===== src/rtl/acfg_pkg.sv =====
package acfg_pkg;

    // Command sequencer states
    typedef enum logic [1:0] {
        CP_IDLE  = 2'd0,
        CP_WDATA = 2'd1,
        CP_RESP  = 2'd2
    } cp_state_e;

    // Field positions inside the stored word (decoded by the commit stage)
    localparam int RATE_HI = 7;
    localparam int RATE_LO = 5;
    localparam int FMT_HI  = 4;
    localparam int FMT_LO  = 2;
    localparam int CKR_BIT = 1;

    typedef struct packed {
        logic       ok;
        logic [2:0] mode;
        logic       adc;
        logic       dac;
    } rate_info_t;

    // Rate code to mode decode; unused codes report ok = 0
    function automatic rate_info_t rate_lookup(input logic [2:0] code);
        rate_info_t r;
        r = '{ok: 1'b0, mode: 3'd0, adc: 1'b0, dac: 1'b0};
        unique case (code)
            3'd0: r = '{ok: 1'b1, mode: 3'd0, adc: 1'b1, dac: 1'b1};
            3'd1: r = '{ok: 1'b1, mode: 3'd1, adc: 1'b0, dac: 1'b1};
            3'd2: r = '{ok: 1'b1, mode: 3'd2, adc: 1'b0, dac: 1'b1};
            3'd3: r = '{ok: 1'b1, mode: 3'd3, adc: 1'b1, dac: 1'b1};
            3'd7: r = '{ok: 1'b1, mode: 3'd4, adc: 1'b1, dac: 1'b1};
            default: r = '{ok: 1'b0, mode: 3'd0, adc: 1'b0, dac: 1'b0};
        endcase
        return r;
    endfunction

endpackage


===== src/rtl/acfg_cmd_fsm.sv =====
module acfg_cmd_fsm
    import acfg_pkg::*;
#(
    parameter int          W      = 8,
    parameter logic [W-1:0] WR_CMD = 8'h60,
    parameter logic [W-1:0] RD_CMD = 8'h70
) (
    input  logic         clk,
    input  logic         rst_n,
    input  logic         rx_valid,
    input  logic [W-1:0] rx_byte,
    input  logic [W-1:0] rd_data,
    output logic         wr_stb,
    output logic [W-1:0] wr_data,
    output logic         tx_valid,
    output logic [W-1:0] tx_byte
);

    cp_state_e state_q, state_d;

    // State register
    always_ff @(posedge clk or negedge rst_n) begin
        if (!rst_n) state_q <= CP_IDLE;
        else        state_q <= state_d;
    end

    // Transitions
    always_comb begin
        state_d = state_q;
        unique case (state_q)
            CP_IDLE: begin
                if (rx_valid) begin
                    if (rx_byte == WR_CMD)      state_d = CP_WDATA;
                    else if (rx_byte == RD_CMD) state_d = CP_RESP;
                    else                        state_d = CP_IDLE;
                end
            end
            CP_WDATA: if (rx_valid) state_d = CP_IDLE;
            CP_RESP:  state_d = CP_IDLE;
            default:  state_d = CP_IDLE;
        endcase
    end

    // Outputs
    always_comb begin
        wr_stb   = 1'b0;
        wr_data  = rx_byte;
        tx_valid = 1'b0;
        tx_byte  = '0;
        unique case (state_q)
            CP_IDLE:  ;
            CP_WDATA: wr_stb = rx_valid;
            CP_RESP: begin
                tx_valid = 1'b1;
                tx_byte  = rd_data;
            end
            default: ;
        endcase
    end

    // a reply lasts one cycle
    a_r4_tx_single: assert property (@(posedge clk) disable iff (!rst_n)
        tx_valid |=> !tx_valid);

    // an unknown command leaves the sequencer idle
    a_r5_unknown_stays_idle: assert property (@(posedge clk) disable iff (!rst_n)
        (state_q == CP_IDLE && rx_valid && rx_byte != WR_CMD && rx_byte != RD_CMD)
        |=> (state_q == CP_IDLE));

endmodule


===== src/rtl/acfg_store.sv =====
module acfg_store #(
    parameter int W = 8
) (
    input  logic         clk,
    input  logic         rst_n,
    input  logic         sys_rst_n,
    input  logic         wr_stb,
    input  logic [W-1:0] wr_data,
    output logic [W-1:0] cfg_o
);

    localparam logic [W-1:0] KEEP_MASK = {{(W-1){1'b1}}, 1'b0};

    logic [W-1:0] cfg_q;
    logic         gate_open;

    assign gate_open = ~sys_rst_n;

    always_ff @(posedge clk or negedge rst_n) begin
        if (!rst_n)                     cfg_q <= '0;
        else if (wr_stb && gate_open)   cfg_q <= wr_data & KEEP_MASK;
    end

    assign cfg_o = cfg_q;

    // a data byte with the gate closed leaves the word unchanged
    a_r3_write_locked: assert property (@(posedge clk) disable iff (!rst_n)
        (wr_stb && sys_rst_n) |=> $stable(cfg_q));

endmodule


===== src/rtl/acfg_commit.sv =====
module acfg_commit
    import acfg_pkg::*;
#(
    parameter int          W       = 8,
    parameter int          STEP_W  = 13,
    parameter int unsigned CORE_HZ = 36_864_000
) (
    input  logic              clk,
    input  logic              rst_n,
    input  logic [W-1:0]      cfg_i,
    output logic              apply_o,
    output logic [2:0]        mode_o,
    output logic [STEP_W-1:0] step_o,
    output logic [2:0]        fmt_o,
    output logic              adc_o,
    output logic              dac_o,
    output logic              err_o
);

    localparam logic [STEP_W-1:0] STEP_48K  = STEP_W'(CORE_HZ / 48_000);
    localparam logic [STEP_W-1:0] STEP_96K  = STEP_W'(CORE_HZ / 96_000);
    localparam logic [STEP_W-1:0] STEP_192K = STEP_W'(CORE_HZ / 192_000);
    localparam logic [STEP_W-1:0] STEP_32K  = STEP_W'(CORE_HZ / 32_000);
    localparam logic [STEP_W-1:0] STEP_8K   = STEP_W'(CORE_HZ / 8_000);

    logic              ckr_prev_q;
    logic              fall;
    rate_info_t        info;
    logic [STEP_W-1:0] step_sel;

    assign fall = ckr_prev_q & ~cfg_i[CKR_BIT];
    assign info = rate_lookup(cfg_i[RATE_HI:RATE_LO]);

    always_comb begin
        unique case (info.mode)
            3'd1:    step_sel = STEP_96K;
            3'd2:    step_sel = STEP_192K;
            3'd3:    step_sel = STEP_32K;
            3'd4:    step_sel = STEP_8K;
            default: step_sel = STEP_48K;
        endcase
    end

    always_ff @(posedge clk or negedge rst_n) begin
        if (!rst_n) begin
            ckr_prev_q <= 1'b0;
            apply_o    <= 1'b0;
            mode_o     <= 3'd0;
            step_o     <= STEP_48K;
            fmt_o      <= 3'd0;
            adc_o      <= 1'b1;
            dac_o      <= 1'b1;
            err_o      <= 1'b0;
        end else begin
            ckr_prev_q <= cfg_i[CKR_BIT];
            apply_o    <= fall;
            if (fall) begin
                fmt_o <= cfg_i[FMT_HI:FMT_LO];
                if (info.ok) begin
                    mode_o <= info.mode;
                    step_o <= step_sel;
                    adc_o  <= info.adc;
                    dac_o  <= info.dac;
                    err_o  <= 1'b0;
                end else begin
                    err_o  <= 1'b1;
                end
            end
        end
    end

    // commit pulse is one cycle wide
    a_r7_apply_single: assert property (@(posedge clk) disable iff (!rst_n)
        apply_o |=> !apply_o);

    // decoded outputs move only together with the commit pulse
    a_r8_step_only_on_apply: assert property (@(posedge clk) disable iff (!rst_n)
        !$stable(step_o) |-> apply_o);

    a_r8_fmt_only_on_apply: assert property (@(posedge clk) disable iff (!rst_n)
        !$stable(fmt_o) |-> apply_o);

    // an invalid commit keeps the decoded rate outputs
    a_r11_err_holds: assert property (@(posedge clk) disable iff (!rst_n)
        (apply_o && err_o) |-> ($stable(step_o) && $stable(mode_o)));

    // the converter input path is off in the two fast modes
    a_r10_adc_off_fast: assert property (@(posedge clk) disable iff (!rst_n)
        adc_o |-> (mode_o != 3'd1 && mode_o != 3'd2));

endmodule


===== src/rtl/audio_cfg_reg.sv =====
module audio_cfg_reg
    import acfg_pkg::*;
#(
    parameter int          W       = 8,
    parameter logic [W-1:0] WR_CMD  = 8'h60,
    parameter logic [W-1:0] RD_CMD  = 8'h70,
    parameter int          STEP_W  = 13,
    parameter int unsigned CORE_HZ = 36_864_000
) (
    input  logic              clk,
    input  logic              por_n,
    input  logic              sys_rst_n,
    input  logic              rx_valid,
    input  logic [W-1:0]      rx_byte,
    output logic              tx_valid,
    output logic [W-1:0]      tx_byte,
    output logic              clk_rst,
    output logic              apply,
    output logic [2:0]        rate_mode,
    output logic [STEP_W-1:0] step_count,
    output logic [2:0]        fmt_code,
    output logic              adc_en,
    output logic              dac_en,
    output logic              rate_err
);

    logic         wr_stb;
    logic [W-1:0] wr_data;
    logic [W-1:0] cfg;

    acfg_cmd_fsm #(.W(W), .WR_CMD(WR_CMD), .RD_CMD(RD_CMD)) u_fsm (
        .clk      (clk),
        .rst_n    (por_n),
        .rx_valid (rx_valid),
        .rx_byte  (rx_byte),
        .rd_data  (cfg),
        .wr_stb   (wr_stb),
        .wr_data  (wr_data),
        .tx_valid (tx_valid),
        .tx_byte  (tx_byte)
    );

    acfg_store #(.W(W)) u_store (
        .clk       (clk),
        .rst_n     (por_n),
        .sys_rst_n (sys_rst_n),
        .wr_stb    (wr_stb),
        .wr_data   (wr_data),
        .cfg_o     (cfg)
    );

    acfg_commit #(.W(W), .STEP_W(STEP_W), .CORE_HZ(CORE_HZ)) u_commit (
        .clk     (clk),
        .rst_n   (por_n),
        .cfg_i   (cfg),
        .apply_o (apply),
        .mode_o  (rate_mode),
        .step_o  (step_count),
        .fmt_o   (fmt_code),
        .adc_o   (adc_en),
        .dac_o   (dac_en),
        .err_o   (rate_err)
    );

    assign clk_rst = cfg[CKR_BIT];

    // clock-domain reset mirrors the stored hold bit
    a_r6_clk_rst_follows: assert property (@(posedge clk) disable iff (!por_n)
        (wr_stb && !sys_rst_n) |=> (clk_rst == $past(wr_data[CKR_BIT])));

endmodule


===== config.mk =====
export PLATFORM = sky130hd
export DESIGN_NAME = audio_cfg_reg
export DESIGN_NICKNAME = d
export VERILOG_FILES = /design/src/rtl/acfg_pkg.sv /design/src/rtl/acfg_cmd_fsm.sv /design/src/rtl/acfg_store.sv /design/src/rtl/acfg_commit.sv /design/src/rtl/audio_cfg_reg.sv
export SDC_FILE = /design/constraint.sdc
export NUM_CORES = 1
export LEC_CHECK = 0
export BUFFER_PORTS_ARGS = -buffer_cell sky130_fd_sc_hd__buf_4
export CAP_MARGIN = 20
export CORE_UTILIZATION = 53
export CTS_BUF_LIST = sky130_fd_sc_hd__clkbuf_4
export CTS_CLUSTER_DIAMETER = 120
export DETAILED_ROUTE_END_ITERATION = 16
export GPL_TIMING_DRIVEN = 0
export PLACE_DENSITY = 0.92
export SLEW_MARGIN = 20
export SYNTH_ARGS = -nofsm -noshare
export SYNTH_HDL_FRONTEND = slang
export SYNTH_SLANG_ARGS = --single-unit

===== constraint.sdc =====
create_clock -name clk -period 2.2 [get_ports clk]
set_clock_uncertainty 0.2 [all_clocks]
set_input_delay 0 -clock clk [delete_from_list [all_inputs] [get_ports clk]]
set_output_delay 0 -clock clk [all_outputs]
set_load 0.02 [all_outputs]

==> parameters.txt <==
Parameter                              Value

STA
  Final period demand of the worst path ... 2121 ps
  Total of endpoints with negative setup slack in the final report ... 0
  Slew Viols, Final ... 0
  RSZ-0062 raised after global routing ... no
  Slew at the pin closest to its max-slew limit ... 929.7 ps
  Worst slew margin relative to its limit ... 0.3781
  Total Neg Setup Slack ... 0 ps
  Part of the cycle the worst path needs ... 0.9641
  Highest achievable clock rate ... 471.5 MHz
  Final Hold Viols ... 0

Clock network
  TritonCTS clock tree ... built
  Clk buf depth ... 2
  Maximum level of the CTS H-tree ... 1
  Clk pin slew, worst setup/hold paths ... 140 ps
  Number of buffers created by CTS ... 3
  TritonCTS Sinks ... 25
  Worst-Skew Late Latency ... 320 ps
  Root buffer cell ... sky130_fd_sc_hd__clkbuf_4

Critical path
  Worst Path Arrival ... 2180 ps
  Kind of end point of the critical path ... flop
  Type of the worst setup path ... reg2reg
  Critical path required time ... 2260 ps
  Crit path max fanout ... 4
  Crit start category ... flop

Drt
  Routed length per placed instance ... 14.68 µm
  Number of DRC violations after detailed-routing iteration 0 ... 15
  First drt pass iteration count ... 4
  Number of nets with antenna violations after detailed routing ... 0
  Post-Route WL ... 2892 µm
  Total number of vias ... 1022
  Routed vias/inst ... 5.188
  Post-route DRC violation count ... 0

Floorplanning
  Die area ... 2352 µm²
  Total core area ... 2002 µm²
  Die Ht ... 48.50 µm
  Die width ... 48.50 µm
  I/O pin count ... 45
  Std-Cell Rows ... 16
  Initial standard-cell utilization of the core ... 0.5725

GRT
  All-Layer GR Usage ... 0.2650
  GR Overflow Total ... 0
  First-pass GRT wire length ... 4623 µm
  Number of antenna violations at the first check in global routing ... 0
  Vias in the first global route ... 999
  Maximum number of pins on one net before global-route repair ... 22

Power
  Total power density per cell area ... 725.8 nW/µm²
  Lkg Pwr ... 0.8575 nW
  Design Power ... 0.001197 W
  Worst IR Drop VDD ... 0.5081 mV

Synthesis
  FF+latch count, synth ... 25
  Yosys Warn Count ... 0
  Number of unique standard cell types used by synthesis ... 32
  Sequential fraction of the synthesis area ... 0.5502
  FFs w/ async S/R, synth ... 1.000
  Post-synth design cell area ... 1146 µm²
  Most frequently used flop master after synthesis ... sky130_fd_sc_hd__dfrtp_1
  Number of synthesized flops with an enable pin ... 0
  Cell count after synthesis ... 110
  Syn_area_per_cell ... 10.42 µm²

Min path
  Kind of path behind the tightest hold check ... in2reg

Finish
  Number of nets in the finished design ... 183
  Design Area, Final ... 1649 µm²
  Growth of design area from synthesis to finish ... 43.89%
  Antenna diode instance count ... 0
  Share of cells above drive strength 1 ... 0.4000
  Post-layout instance count excluding filler cells ... 197

Placed design
  Port Buf Inserts ... 36
  Total cell area at the placement stage ... 1476 µm²
  HPWL reported at the end of detailed placement ... 1799 µm
  Dpl cells ... 180
  Placer congestion estimate ... 0.8693

Outcome
  Run status ... finished clean

Job
  Number of maximum-capacitance constraint violations ... 0
report_power, final:
group	internal, W	switching (W)
combinational	0.000178	0.000196
clock	0.0000832	0.000136
sequential	0.000554	0.0000500
final cells by class:
| cell class | count | area [µm²] |
|---|---|---|
| Buffer | 14 | 87.58 |
| Clock buffer | 4 | 30.03 |
| Fill cell | 130 | 352.8 |
| Inverter | 3 | 11.26 |
| Multi-Input combinational cell | 75 | 455.4 |
| Sequential cell | 25 | 630.6 |
| Tap cell | 27 | 33.78 |
| Timing Repair Buffer | 49 | 400.4 |
routing by layer:
layer	wire length [µm]	part of all wire	up-vias	global-route usage
met5	0	0	-	0
met4	74	0.026	0	0.1225
li1	-	-	474	-
met2	1519	0.53	55	0.4883
met3	203	0.070	8	0.05346
met1	1094	0.38	485	0.2911
final timing paths:
kind	startpoint	endpoint	slack, ps	cells past startpoint
max	u_fsm.state_q[0]	u_fsm.state_q[1]	80	4
min	sys_rst_n	u_store.cfg_o[3]	30	4
max reg2reg	u_fsm.state_q[0]	u_fsm.state_q[1]	80	4
min reg2reg	u_commit.adc_o	u_commit.adc_o	310	2
max in group asynchronous	por_n	u_store.cfg_o[2]	530	3
min in group asynchronous	por_n	u_commit.step_o[9]	630	3
critical path, stage by stage (launching register included):
cell and delay [ps]:
sky130_fd_sc_hd__dfrtp_1 470, sky130_fd_sc_hd__nor3b_2 280, sky130_fd_sc_hd__nand3b_1 180, sky130_fd_sc_hd__nor4_1 340
sky130_fd_sc_hd__dlygate4sd3_1 590
sequential cells by signal, indices dropped and copies added, names as in the netlist, 2 cells and up:
signal,count
u_fsm.state_q,2
u_commit.mode_o,2
u_commit.fmt_o,3
u_commit.step_o,6
u_store.cfg_o,7
metrics by stage:
| step | hold WS, ps | utilization | setup WS (ps) |
|---|---|---|---|
| after floorplan | -495.6 | - | 621.4 |
| after global placement | -287.0 | 0.7375 | 618.6 |
| after detailed placement | -281.9 | 0.7375 | 590.4 |
| after CTS | 25.06 | 0.8175 | 24.75 |
| after global routing | 30.82 | 0.8238 | 60.74 |
| final | 30.57 | 0.8238 | 78.95 |
cell families (layout without fill, tap and decap cells):
family,Yosys count,after routing,share of synthesized area
flip-flops,25,25,0.5502
multiplexers,7,7,0.06878
buffers and inverters,17,70,0.08623
other,1,8,0.003272
AO/OA/AOI/OAI,15,15,0.07642
AND/OR/NAND/NOR,45,45,0.2151
layout by cell type (no fill, tap or decap), types with 6 or more instances in the layout:
master / synthesis / final
sky130_fd_sc_hd__dlygate4sd3_1: 0 / 13
sky130_fd_sc_hd__and2_1: 7 / 7
sky130_fd_sc_hd__nand2_1: 17 / 17
sky130_fd_sc_hd__dfrtp_1: 21 / 21
sky130_fd_sc_hd__a21oi_1: 6 / 6
sky130_fd_sc_hd__conb_1: 1 / 8
sky130_fd_sc_hd__mux2_2: 7 / 7
sky130_fd_sc_hd__buf_4: 9 / 45
cells in the mapped netlist (all sizes together), types with 2 or more instances:
cell type,instances,area (µm²)
nand2,17,63.81
clkbuf,4,15.01
nor2,3,11.26
buf,10,72.56
inv,3,11.26
a21oi,6,30.03
dfstp,4,105.1
and2,7,43.79
o22ai,3,18.77
o21ai,3,15.01
nor3b,2,15.01
nand2b,3,18.77
mux2,7,78.83
or3b,2,17.52
dfrtp,21,525.5
nor3,2,10.01
repair_timing:
action	CTS	global route
resized for setup	0	3
hold buffers	13	1
hold endpoints to repair	34	1
setup endpoints to repair	0	2
setup buffers	0	0
No activity file was read; power rests on OpenSTA's default activity.
